--- src/rtl/pbus_pkg.sv ---
package pbus_pkg;

  typedef enum logic [1:0] {
    PH_IDLE  = 2'd0,
    PH_CMD   = 2'd1,
    PH_DUMMY = 2'd2,
    PH_DATA  = 2'd3
  } phase_e;

  function automatic logic [7:0] rev8(input logic [7:0] v);
    logic [7:0] r;
    for (int i = 0; i < 8; i++) r[i] = v[7-i];
    return r;
  endfunction

  function automatic logic [15:0] rev16(input logic [15:0] v);
    logic [15:0] r;
    for (int i = 0; i < 16; i++) r[i] = v[15-i];
    return r;
  endfunction

  // first enabled phase strictly after cur, or idle when none remains
  function automatic phase_e next_phase(input phase_e cur, input logic c_en,
                                        input logic d_en, input logic x_en);
    phase_e r;
    r = PH_IDLE;
    if (cur == PH_IDLE && c_en) r = PH_CMD;
    else if ((cur == PH_IDLE || cur == PH_CMD) && d_en) r = PH_DUMMY;
    else if (cur != PH_DATA && x_en) r = PH_DATA;
    return r;
  endfunction

  // map a raw 16-bit value onto the active lanes, optionally mirrored
  function automatic logic [15:0] lane_out(input logic [15:0] raw,
                                           input logic wide, input logic rev);
    logic [15:0] r;
    if (wide) r = rev ? rev16(raw) : raw;
    else      r = {8'h00, (rev ? rev8(raw[7:0]) : raw[7:0])};
    return r;
  endfunction

endpackage

--- src/rtl/pbus_phase_ctrl.sv ---
module pbus_phase_ctrl
  import pbus_pkg::*;
#(
  parameter int DUMMY_CW = 8,
  parameter int DATA_CW  = 13
) (
  input  logic                clk,
  input  logic                rst_n,
  input  logic                kill,
  input  logic                arm,
  input  logic                tick,
  input  logic                cmd_en,
  input  logic                cmd_two,
  input  logic                dummy_en,
  input  logic [DUMMY_CW-1:0] dummy_m1,
  input  logic                data_en,
  input  logic [DATA_CW-1:0]  data_m1,
  input  logic                stream,
  input  logic                wide,
  input  logic                in_valid,
  output phase_e              phase_q,
  output logic                busy_q,
  output logic                emit,
  output logic                take,
  output logic                fin,
  output phase_e              nph,
  output logic                nhi
);
  localparam int CNT_W = (DUMMY_CW > DATA_CW) ? DUMMY_CW : DATA_CW;

  logic [CNT_W-1:0] cnt_q, ncnt;
  logic             hi_q;
  phase_e           cand;
  logic             fresh, need;

  always_comb begin
    emit  = 1'b0;
    take  = 1'b0;
    fin   = 1'b0;
    nph   = phase_q;
    nhi   = 1'b0;
    ncnt  = cnt_q;
    fresh = 1'b0;
    need  = 1'b0;
    cand  = PH_IDLE;
    if (busy_q && tick) begin
      if (phase_q == PH_IDLE) begin
        cand  = next_phase(PH_IDLE, cmd_en, dummy_en, data_en);
        fresh = 1'b1;
      end else if ((phase_q == PH_DATA && stream) || cnt_q != '0) begin
        cand = phase_q;
      end else begin
        cand  = next_phase(phase_q, cmd_en, dummy_en, data_en);
        fresh = 1'b1;
      end
      case (cand)
        PH_IDLE: fin = 1'b1;
        PH_CMD: begin
          emit = 1'b1;
          nph  = PH_CMD;
          nhi  = !fresh;
          ncnt = fresh ? CNT_W'(cmd_two) : cnt_q - 1'b1;
        end
        PH_DUMMY: begin
          emit = 1'b1;
          nph  = PH_DUMMY;
          ncnt = fresh ? CNT_W'(dummy_m1) : cnt_q - 1'b1;
        end
        default: begin
          need = wide || fresh || hi_q;
          if (need && !in_valid) begin
            fin = stream && !fresh;
          end else begin
            emit = 1'b1;
            take = need;
            nph  = PH_DATA;
            nhi  = !wide && !need;
            if (fresh)       ncnt = CNT_W'(data_m1);
            else if (!stream) ncnt = cnt_q - 1'b1;
          end
        end
      endcase
    end
  end

  always_ff @(posedge clk or negedge rst_n) begin
    if (!rst_n) begin
      phase_q <= PH_IDLE;
      busy_q  <= 1'b0;
      hi_q    <= 1'b0;
      cnt_q   <= '0;
    end else if (kill || fin) begin
      phase_q <= PH_IDLE;
      busy_q  <= 1'b0;
      hi_q    <= 1'b0;
      cnt_q   <= '0;
    end else if (arm) begin
      phase_q <= PH_IDLE;
      busy_q  <= 1'b1;
      hi_q    <= 1'b0;
      cnt_q   <= '0;
    end else if (emit) begin
      phase_q <= nph;
      hi_q    <= nhi;
      cnt_q   <= ncnt;
    end
  end
endmodule

--- src/rtl/pbus_fmt.sv ---
module pbus_fmt
  import pbus_pkg::*;
(
  input  logic        clk,
  input  logic        rst_n,
  input  logic        clear,
  input  logic        emit,
  input  logic        take,
  input  phase_e      nph,
  input  logic        nhi,
  input  logic [15:0] in_data,
  input  logic [31:0] cmd_word,
  input  logic        wide,
  input  logic        swap,
  input  logic        bitrev,
  input  logic        dc_idle,
  input  logic [2:0]  dc_inv,
  output logic [15:0] bus_data,
  output logic        bus_dc
);
  logic [15:0] word_q, src, raw;
  logic        inv;

  assign src = take ? in_data : word_q;

  always_comb begin
    raw = '0;
    inv = 1'b0;
    case (nph)
      PH_CMD: begin
        raw = nhi ? cmd_word[31:16] : cmd_word[15:0];
        inv = dc_inv[0];
      end
      PH_DUMMY: inv = dc_inv[1];
      PH_DATA: begin
        inv = dc_inv[2];
        if (wide) raw = swap ? {src[7:0], src[15:8]} : src;
        else      raw = {8'h00, ((nhi ^ swap) ? src[15:8] : src[7:0])};
      end
      default: raw = '0;
    endcase
  end

  always_ff @(posedge clk or negedge rst_n) begin
    if (!rst_n) begin
      word_q   <= '0;
      bus_data <= '0;
      bus_dc   <= 1'b0;
    end else if (clear) begin
      bus_data <= '0;
      bus_dc   <= dc_idle;
    end else if (emit) begin
      if (take) word_q <= in_data;
      bus_data <= lane_out(raw, wide, bitrev);
      bus_dc   <= dc_idle ^ inv;
    end
  end
endmodule

--- src/rtl/pbus_irq.sv ---
module pbus_irq #(
  parameter int N = 2
) (
  input  logic         clk,
  input  logic         rst_n,
  input  logic         wipe,
  input  logic [N-1:0] set,
  input  logic [N-1:0] clr,
  input  logic [N-1:0] en,
  output logic [N-1:0] status,
  output logic         irq
);
  for (genvar i = 0; i < N; i++) begin : g_bit
    always_ff @(posedge clk or negedge rst_n) begin
      if (!rst_n)      status[i] <= 1'b0;
      else if (wipe)   status[i] <= 1'b0;
      else if (set[i]) status[i] <= 1'b1;
      else if (clr[i]) status[i] <= 1'b0;
    end
  end

  assign irq = |(status & en);
endmodule

--- src/rtl/pbus_seq.sv ---
module pbus_seq
  import pbus_pkg::*;
#(
  parameter int DUMMY_CW = 8,
  parameter int DATA_CW  = 13
) (
  input  logic                clk,
  input  logic                rst_n,
  input  logic                go,
  input  logic                soft_rst,
  input  logic                tick,
  input  logic                cfg_cmd_en,
  input  logic                cfg_cmd_two,
  input  logic                cfg_dummy_en,
  input  logic [DUMMY_CW-1:0] cfg_dummy_m1,
  input  logic                cfg_data_en,
  input  logic [DATA_CW-1:0]  cfg_data_m1,
  input  logic                cfg_stream,
  input  logic                cfg_wide,
  input  logic                cfg_swap,
  input  logic                cfg_bitrev,
  input  logic                cfg_dc_idle,
  input  logic                cfg_dc_cmd_inv,
  input  logic                cfg_dc_dummy_inv,
  input  logic                cfg_dc_data_inv,
  input  logic [31:0]         cfg_cmd_word,
  input  logic [15:0]         in_data,
  input  logic                in_valid,
  output logic                in_ready,
  output logic [15:0]         bus_data,
  output logic                bus_dc,
  output logic                busy,
  input  logic                vsync_evt,
  input  logic [1:0]          irq_en,
  input  logic [1:0]          irq_clr,
  output logic [1:0]          irq_status,
  output logic                irq
);
  logic                go_q;
  logic                l_cmd_en, l_cmd_two, l_dummy_en, l_data_en, l_stream;
  logic                l_wide, l_swap, l_bitrev, l_dc_idle;
  logic [2:0]          l_dc_inv;
  logic [DUMMY_CW-1:0] l_dummy_m1;
  logic [DATA_CW-1:0]  l_data_m1;
  logic [31:0]         l_cmd_word;

  // named internal events
  logic   arm, kill, emit, take, done_evt, nhi;
  phase_e phase_q, nph;

  assign arm  = go && !go_q && !busy && !soft_rst;
  assign kill = soft_rst || (busy && !go);

  always_ff @(posedge clk or negedge rst_n) begin
    if (!rst_n) begin
      go_q       <= 1'b0;
      l_cmd_en   <= 1'b0;
      l_cmd_two  <= 1'b0;
      l_dummy_en <= 1'b0;
      l_data_en  <= 1'b0;
      l_stream   <= 1'b0;
      l_wide     <= 1'b0;
      l_swap     <= 1'b0;
      l_bitrev   <= 1'b0;
      l_dc_idle  <= 1'b0;
      l_dc_inv   <= '0;
      l_dummy_m1 <= '0;
      l_data_m1  <= '0;
      l_cmd_word <= '0;
    end else begin
      go_q <= go;
      if (arm) begin
        l_cmd_en   <= cfg_cmd_en;
        l_cmd_two  <= cfg_cmd_two;
        l_dummy_en <= cfg_dummy_en;
        l_data_en  <= cfg_data_en;
        l_stream   <= cfg_stream;
        l_wide     <= cfg_wide;
        l_swap     <= cfg_swap;
        l_bitrev   <= cfg_bitrev;
        l_dc_idle  <= cfg_dc_idle;
        l_dc_inv   <= {cfg_dc_data_inv, cfg_dc_dummy_inv, cfg_dc_cmd_inv};
        l_dummy_m1 <= cfg_dummy_m1;
        l_data_m1  <= cfg_data_m1;
        l_cmd_word <= cfg_cmd_word;
      end
    end
  end

  pbus_phase_ctrl #(.DUMMY_CW(DUMMY_CW), .DATA_CW(DATA_CW)) u_ctrl (
    .clk(clk), .rst_n(rst_n), .kill(kill), .arm(arm), .tick(tick),
    .cmd_en(l_cmd_en), .cmd_two(l_cmd_two), .dummy_en(l_dummy_en),
    .dummy_m1(l_dummy_m1), .data_en(l_data_en), .data_m1(l_data_m1),
    .stream(l_stream), .wide(l_wide), .in_valid(in_valid),
    .phase_q(phase_q), .busy_q(busy), .emit(emit), .take(take),
    .fin(done_evt), .nph(nph), .nhi(nhi)
  );

  assign in_ready = take;

  pbus_fmt u_fmt (
    .clk(clk), .rst_n(rst_n), .clear(kill || done_evt), .emit(emit),
    .take(take), .nph(nph), .nhi(nhi), .in_data(in_data),
    .cmd_word(l_cmd_word), .wide(l_wide), .swap(l_swap),
    .bitrev(l_bitrev), .dc_idle(l_dc_idle), .dc_inv(l_dc_inv),
    .bus_data(bus_data), .bus_dc(bus_dc)
  );

  pbus_irq #(.N(2)) u_irq (
    .clk(clk), .rst_n(rst_n), .wipe(soft_rst),
    .set({vsync_evt, done_evt}), .clr(irq_clr), .en(irq_en),
    .status(irq_status), .irq(irq)
  );
endmodule

--- config.mk ---
export PLATFORM = sky130hd
export DESIGN_NAME = pbus_seq
export DESIGN_NICKNAME = d
export VERILOG_FILES = /design/src/rtl/pbus_pkg.sv /design/src/rtl/pbus_phase_ctrl.sv /design/src/rtl/pbus_fmt.sv /design/src/rtl/pbus_irq.sv /design/src/rtl/pbus_seq.sv
export SDC_FILE = /design/constraint.sdc
export NUM_CORES = 1
export LEC_CHECK = 0
export ABC_CLOCK_PERIOD_IN_PS = 4600
export BUFFER_PORTS_ARGS = -buffer_cell sky130_fd_sc_hd__buf_2
export CORE_ASPECT_RATIO = 1.4
export CORE_UTILIZATION = 56
export DETAILED_ROUTE_END_ITERATION = 7
export PLACE_DENSITY = 0.8
export SLEW_MARGIN = 20
export SYNTH_ARGS = -nofsm -noshare
export SYNTH_HDL_FRONTEND = slang
export SYNTH_HIERARCHICAL = 1
export SYNTH_SLANG_ARGS = --single-unit
--- constraint.sdc ---
create_clock -name clk -period 4.6 [get_ports clk]
set_input_delay 0.23 -clock clk [delete_from_list [all_inputs] [get_ports clk]]
set_output_delay 0.23 -clock clk [all_outputs]
set_load 0.05 [all_outputs]
==> impl_metrics.py, run 1 <==
metrics = {
    "run_status": {
        "outcome": "finished, final reports clean",
    },
    "layout": {
        "drive_gt1_frac": 0.311,
        "final_cell_mix": "dfrtp_1, buf_2, nor2_1",
        "nNetsFinal": 830,
        "final_common_cell": "dfrtp_1",
        "diodes": 0,
        "syn_to_final_growth_pct": 19.9,
        "final.fill_count": 871,
        "design_area_um2": 7940,
        "finalNonFillerCells": 889,
    },
    "yosys": {
        "synth-compound-area-share": 0.138,
        "seq_area_frac_synth": 0.446,
        "synth_edf_count": 0,
        "yosys.area_share.xor_xnor": 0.00945,
        "synth_top_family_by_area": "multiplexers",
        "synth_area_leaders": "dfrtp_1, mux2_2, mux2_1, mux2i_1, nor2_1",
        "synth-seq-cells": 118,
        "synth_top_cell_by_area": "dfrtp_1",
        "yosys_warnings": 6,
        "synth_fa_ha_area_frac": 0.0113,
        "ys.flop_type": "dfrtp_1",
        "syn_avg_cell_area_um2": 10.7,
        "yosys.area_share.simple": 0.142,
        "async_flop_share": 1.00,
        "syn_inst": 619,
        "netlist_area_um2": 6620,
        "synth.area.mux_share": 0.215,
        "syn-num-nets": 717,
        "synth_cell_types": 68,
        "yosysTopAreaCellShare": 0.446,
    },
    "job": {
        "drv_cap": 0,
    },
    "cts": {
        "postCtsSetupBuffers": 0,
        "cts_tree": "done",
        "h-tree-depth": 4,
        "cts_buffers": 17,
        "clkSinkCount": 118,
        "clock_latency_ps": 420,
        "path_clk_slew_ps": 60,
        "clock_path_buffers": 2,
        "cts_root_buf": "clkbuf_16",
    },
    "pwr": {
        "sw_frac_of_total": 0.340,
        "leakagePower_nw": 3.46,
        "clock_power_share": 0.356,
        "finalPower_mw": 3.65,
        "comb_power_share": 0.288,
        "p_per_area_nw_per_um2": 459,
        "p_seq_frac": 0.356,
        "ir_worst_vdd_mv": 0.300,
        "p_sw_mw": 1.24,
        "p_int_mw": 2.41,
    },
    "sta": {
        "maxSlewViolCount": 0,
        "clock_skew_ps": 7.11,
        "finalSetupTns_ps": 0,
        "worst_slew_pin_slew_ps": 770,
        "rsz0062_at_grt": "no",
        "finalCriticalPeriod_ps": 4320,
        "finalSetupViolations": 0,
        "hold_ws_ps": 24.4,
        "hold_viol": 0,
        "period_share": 0.939,
        "relSlewSlack": 0.482,
        "fmax_mhz": 232,
    },
    "worst_setup_path": {
        "endpoint_kind": "flip-flop",
        "cp-start-kind": "flip-flop",
        "path_cells": "inv_1 -> ha_1 -> or4b_4 -> nor3_2 -> o221ai_1 -> o21ai_1 -> ha_2 -> nand2b_1 -> a221o_1 -> o211ai_1 -> o21ai_0 -> nand2_1 -> buf_4 -> nor2_1 -> mux2_2 -> o21ai_0 -> o211ai_1",
        "arrival_ps": 4600,
        "critPathKind": "flip-flop to flip-flop",
        "max_stage_delay_ps": 510,
        "worstPathMaxFanout": 16,
        "cp_slowest_cell": "or4b_4",
        "required_ps": 4880,
    },
    "routing": {
        "first_pass_iters": 5,
        "wl_per_cell_um": 19.3,
        "vias_per_cell": 6.19,
        "drcViolationCount": 0,
        "finalWirelength_mm": 17.2,
        "num_vias": 5500,
        "drt-initial-drc-count": 317,
        "drtAntennaViolNets": 0,
    },
    "place": {
        "dpl.hpwl_mm": 12.1,
        "placed_area_um2": 7290,
        "placed_cells": 854,
        "io_buffers": 113,
        "gp_congestion": 0.915,
    },
    "grt": {
        "grt_max_degree": 82,
        "antenna_found_initial": 0,
        "grt_pass1_vias": 5577,
        "overflow": 0,
        "grt_pass1_wl_mm": 27.3,
        "track_usage": 0.293,
    },
    "floorplan": {
        "die_w_um": 93.9,
        "dieHeight_um": 131,
        "ioPinCount": 114,
        "num_rows": 46,
        "dieArea_um2": 12300,
        "start_util": 0.581,
        "fp.coreArea_um2": 11400,
    },
    "min_path": {
        "hold_class": "input pin to flip-flop",
    },
}
[sequential cells by signal, indices dropped and copies added, names as in the netlist]
name            count
l_dummy_en          1
l_bitrev            1
u_fmt/bus_dc        1
l_cmd_word         32
l_dummy_m1          8
l_cmd_en            1
u_irq/status        2
l_data_m1          13
l_dc_inv            3
u_ctrl/busy_q       1
l_swap              1
u_fmt/word_q       16
l_cmd_two           1
u_ctrl/hi_q         1
l_wide              1
l_dc_idle           1
l_data_en           1
go_q                1
u_ctrl/phase_q      2
l_stream            1
u_ctrl/cnt_q       13
u_fmt/bus_data     16
[kinds of logic (layout without fill, tap and decap cells)]
group | Yosys count | in the layout
compound gates | 133 | 133
xor+xnor | 5 | 5
buf+inv | 47 | 173
simple gates | 188 | 188
fa+ha+maj | 6 | 6
flops | 118 | 118
mux | 122 | 122
[power by group through the flow]
stage | clock [mW] | sequential, mW | combinational [mW]
floorplan | 0 | 1.28 | 0.738
global placement | 0 | 1.30 | 0.995
detailed placement | 0 | 1.31 | 1.02
CTS | 1.32 | 1.30 | 1.03
global route | 1.36 | 1.32 | 1.14
finish | 1.30 | 1.30 | 1.05
[stage by stage]
step,util,worst slack (ps)
final,0.697,281
after global routing,0.697,44.4
after CTS,0.693,81.6
after detailed placement,0.640,-55.3
after global placement,0.640,252
after floorplan,-,352
[metal layers]
metal / share of wire / track usage
met5: 0 / 0
met4: 0.040 / 0.165
met3: 0.056 / 0.0677
met2: 0.54 / 0.523
met1: 0.37 / 0.317
[layout make-up]
class	instances	area, µm²	share of cell area
Multi-Input combinational cell	454	3460	0.435
Sequential cell	118	2950	0.372
Timing Repair Buffer	131	728	0.0917
Clock buffer	20	467	0.0588
Tap cell	144	180	0.0227
Clock inverter	12	118	0.0148
Inverter	10	37.5	0.00473
[critical path: cells and delay by family, from the launching register on]
| family | cells | cell delay (ps) |
|---|---|---|
| adder cells (fa/ha/maj) | 2 | 520 |
| flip-flops | 1 | 410 |
| AO/OA/AOI/OAI | 7 | 1460 |
| buffers and inverters | 2 | 330 |
| AND/OR/NAND/NOR | 5 | 1140 |
| multiplexers | 1 | 320 |
[synth_stat cells (9+ instances only)]
cell type  instances
buf_2             10
nor2_1            61
o211ai_1          11
nand2b_1           9
mux2_1            39
dfrtp_1          118
inv_1             10
o21ai_0           32
nor3_1            33
mux2i_1           34
mux2_2            41
nand2_1           41
clkbuf_1          13
a21oi_1           26
[timing repair]
action / in CTS / in global routing
hold endpoints to repair: 1 / 80
setup endpoints to repair: 9 / 16
hold buffers: 1 / 1
resized for setup: 3 / 4
[worst paths after layout]
kind	startpoint	endpoint	slack [ps]	cells past startpoint
worst max-delay path	u_ctrl/cnt_q[0]	u_fmt/bus_data[9]	280	17
worst min-delay path	cfg_data_m1[9]	l_data_m1[9]	20	2
worst max register to register	u_ctrl/cnt_q[0]	u_fmt/bus_data[9]	280	17
worst min register to register	l_cmd_word[8]	l_cmd_word[8]	480	1
max in group asynchronous	rst_n	l_cmd_word[28]	3210	3
min in group asynchronous	rst_n	l_dc_inv[2]	450	2
No activity file was read; power rests on OpenSTA's default activity.
==> run 2, diff against run 1 <==
Settings changed: CORE_MARGIN from default to 3, CORE_UTILIZATION 56 to 57, PLACE_DENSITY 0.8 to 0.81.
==> run 2 against run 1 <==
Compared with the run above:
- combinational power about the same
- maximum frequency fell by 1.9%
- power rose by 1.9%
- worst setup slack got worse by 82 ps
- register-to-register slack got worse by 80 ps
- core utilization increased by 2.1 points
- via count up 0.84%
- wire length grew 1.5%
- global-route usage shrank 1.8 points
- flip-flop and latch count stayed put
- critical path type unchanged
- largest cell class unchanged
- highest routed layer unchanged
==> impl_metrics.py, run 2 (synthesis results as in run 1) <==
metrics = {
    "routing": {
        "drt-initial-drc-count": 351,
        "drcViolationCount": 0,
        "finalWirelength_mm": 17.4,
        "first_pass_iters": 7,
        "wl_per_cell_um": 19.6,
        "drtAntennaViolNets": 0,
        "num_vias": 5546,
        "vias_per_cell": 6.25,
    },
    "worst_setup_path": {
        "arrival_ps": 4680,
        "worstPathMaxFanout": 16,
        "max_stage_delay_ps": 510,
        "cp-start-kind": "flip-flop",
        "cpMostUsedCell": "nor3_1",
        "path_cells": "inv_1 -> ha_1 -> or4b_4 -> nor3_1 -> o221ai_1 -> o21ai_1 -> ha_2 -> nand2b_1 -> a221o_1 -> o211ai_1 -> o21ai_0 -> nand2_1 -> buf_4 -> nor2_1 -> mux2_2 -> nor3_1 -> o31ai_1",
        "critPathTopFamily": "simple AND/OR/NAND/NOR gates",
        "endpoint_kind": "flip-flop",
        "path_buf_inv": 2,
        "critPathKind": "flip-flop to flip-flop",
        "cp_slowest_cell": "or4b_4",
        "required_ps": 4880,
    },
    "sta": {
        "hold_viol": 0,
        "worst_slew_pin_slew_ps": 839,
        "finalSetupTns_ps": 0,
        "period_share": 0.957,
        "hold_ws_ps": 27.0,
        "maxSlewViolCount": 0,
        "clock_skew_ps": 5.83,
        "fmax_mhz": 227,
        "finalCriticalPeriod_ps": 4400,
        "worst_slack_ps": 199,
        "relSlewSlack": 0.441,
        "finalSetupViolations": 0,
    },
    "place": {
        "io_buffers": 113,
        "dpl.hpwl_mm": 12.6,
        "placed_area_um2": 7310,
        "gp_congestion": 0.903,
        "placed_cells": 853,
        "pre_cts_slack_ps": 227,
    },
    "cts": {
        "clock_path_buffers": 2,
        "path_clk_slew_ps": 60,
        "cts_buffers": 17,
        "cts_root_buf": "clkbuf_16",
        "postCtsSetupBuffers": 0,
        "cts_tree": "done",
        "clkSinkCount": 118,
        "h-tree-depth": 4,
        "clock_latency_ps": 410,
    },
    "floorplan": {
        "num_rows": 45,
        "ioPinCount": 114,
        "fp.coreArea_um2": 11100,
        "dieHeight_um": 134,
        "dieArea_um2": 13000,
        "start_util": 0.597,
        "die_w_um": 97.1,
    },
    "layout": {
        "final_cell_mix": "dfrtp_1, buf_2, nor2_1",
        "diodes": 0,
        "nNetsFinal": 832,
        "final.fill_count": 814,
        "largest_reg_flops": 32,
        "regMostFlops": "l_cmd_word",
        "finalNonFillerCells": 888,
        "drive_gt1_frac": 0.308,
        "syn_to_final_growth_pct": 20.3,
        "final_common_cell": "dfrtp_1",
        "design_area_um2": 7960,
        "reg.largest.list": "l_cmd_word: 32 flops, u_fmt/bus_data: 16 flops, u_fmt/word_q: 16 flops",
    },
    "run_status": {
        "outcome": "finished, final reports clean",
    },
    "pwr": {
        "clock_power_share": 0.370,
        "p_sw_mw": 1.25,
        "p_seq_frac": 0.348,
        "p_int_mw": 2.47,
        "comb_power_share": 0.282,
        "p_per_area_nw_per_um2": 466,
        "ir_worst_vdd_mv": 0.316,
        "leakagePower_nw": 3.47,
        "sw_frac_of_total": 0.335,
    },
    "grt": {
        "grt_pass1_wl_mm": 28.4,
        "overflow": 0,
        "grt_pass1_vias": 5718,
        "antenna_found_initial": 0,
        "grt_max_degree": 90,
        "track_usage": 0.275,
    },
    "job": {
        "drv_cap": 0,
    },
    "min_path": {
        "hold_class": "input pin to flip-flop",
    },
}
run 2: path summary, 6_finish.rpt:
path / startpoint / cells past startpoint / slack [ps] / to
worst max-delay path: u_ctrl/cnt_q[0] / 17 / 200 / u_fmt/bus_data[4]
worst min-delay path: cfg_cmd_word[21] / 2 / 30 / l_cmd_word[21]
worst max register to register: u_ctrl/cnt_q[0] / 17 / 200 / u_fmt/bus_data[4]
worst min register to register: u_fmt/bus_data[5] / 2 / 480 / u_fmt/bus_data[5]
max in group asynchronous: rst_n / 3 / 3310 / u_fmt/bus_data[12]
min in group asynchronous: rst_n / 2 / 440 / l_dc_inv[1]
run 2: final cells by class:
| class | count | area [µm²] | share of cell area |
|---|---|---|---|
| Multi-Input combinational cell | 454 | 3430 | 0.431 |
| Sequential cell | 118 | 2950 | 0.371 |
| Timing Repair Buffer | 133 | 743 | 0.0933 |
| Clock buffer | 17 | 425 | 0.0534 |
| Clock inverter | 15 | 195 | 0.0245 |
| Tap cell | 141 | 176 | 0.0222 |
| Inverter | 10 | 37.5 | 0.00471 |
run 2: power by group through the flow:
stage          Combinational (mW)  Clock [mW]  Sequential, mW
2_1_floorplan               0.738           0            1.28
3_3_place_gp                0.979           0            1.30
3_5_place_dp                 1.02           0            1.31
4_1_cts                      1.03        1.39            1.29
5_1_grt                      1.14        1.45            1.31
6_report                     1.05        1.38            1.29
run 2: routing by layer:
metal	up-vias	share of wire	track usage
li1	2518	-	-
met3	64	0.056	0.0461
met5	-	0	0
met1	2716	0.37	0.307
met2	248	0.53	0.495
met4	0	0.050	0.151
run 2: stage by stage:
step | power (mW) | utilization
3_5_place_dp | 2.33 | 0.659
3_3_place_gp | 2.28 | 0.659
5_1_grt | 3.90 | 0.718
6_report | 3.71 | 0.718
4_1_cts | 3.71 | 0.716
2_1_floorplan | 2.02 | -
run 2: repair_timing:
action	in CTS	in global routing
gates resized for setup	0	2
hold buffers	1	1
hold endpoints to repair	1	88
endpoints found under the setup margin	0	16
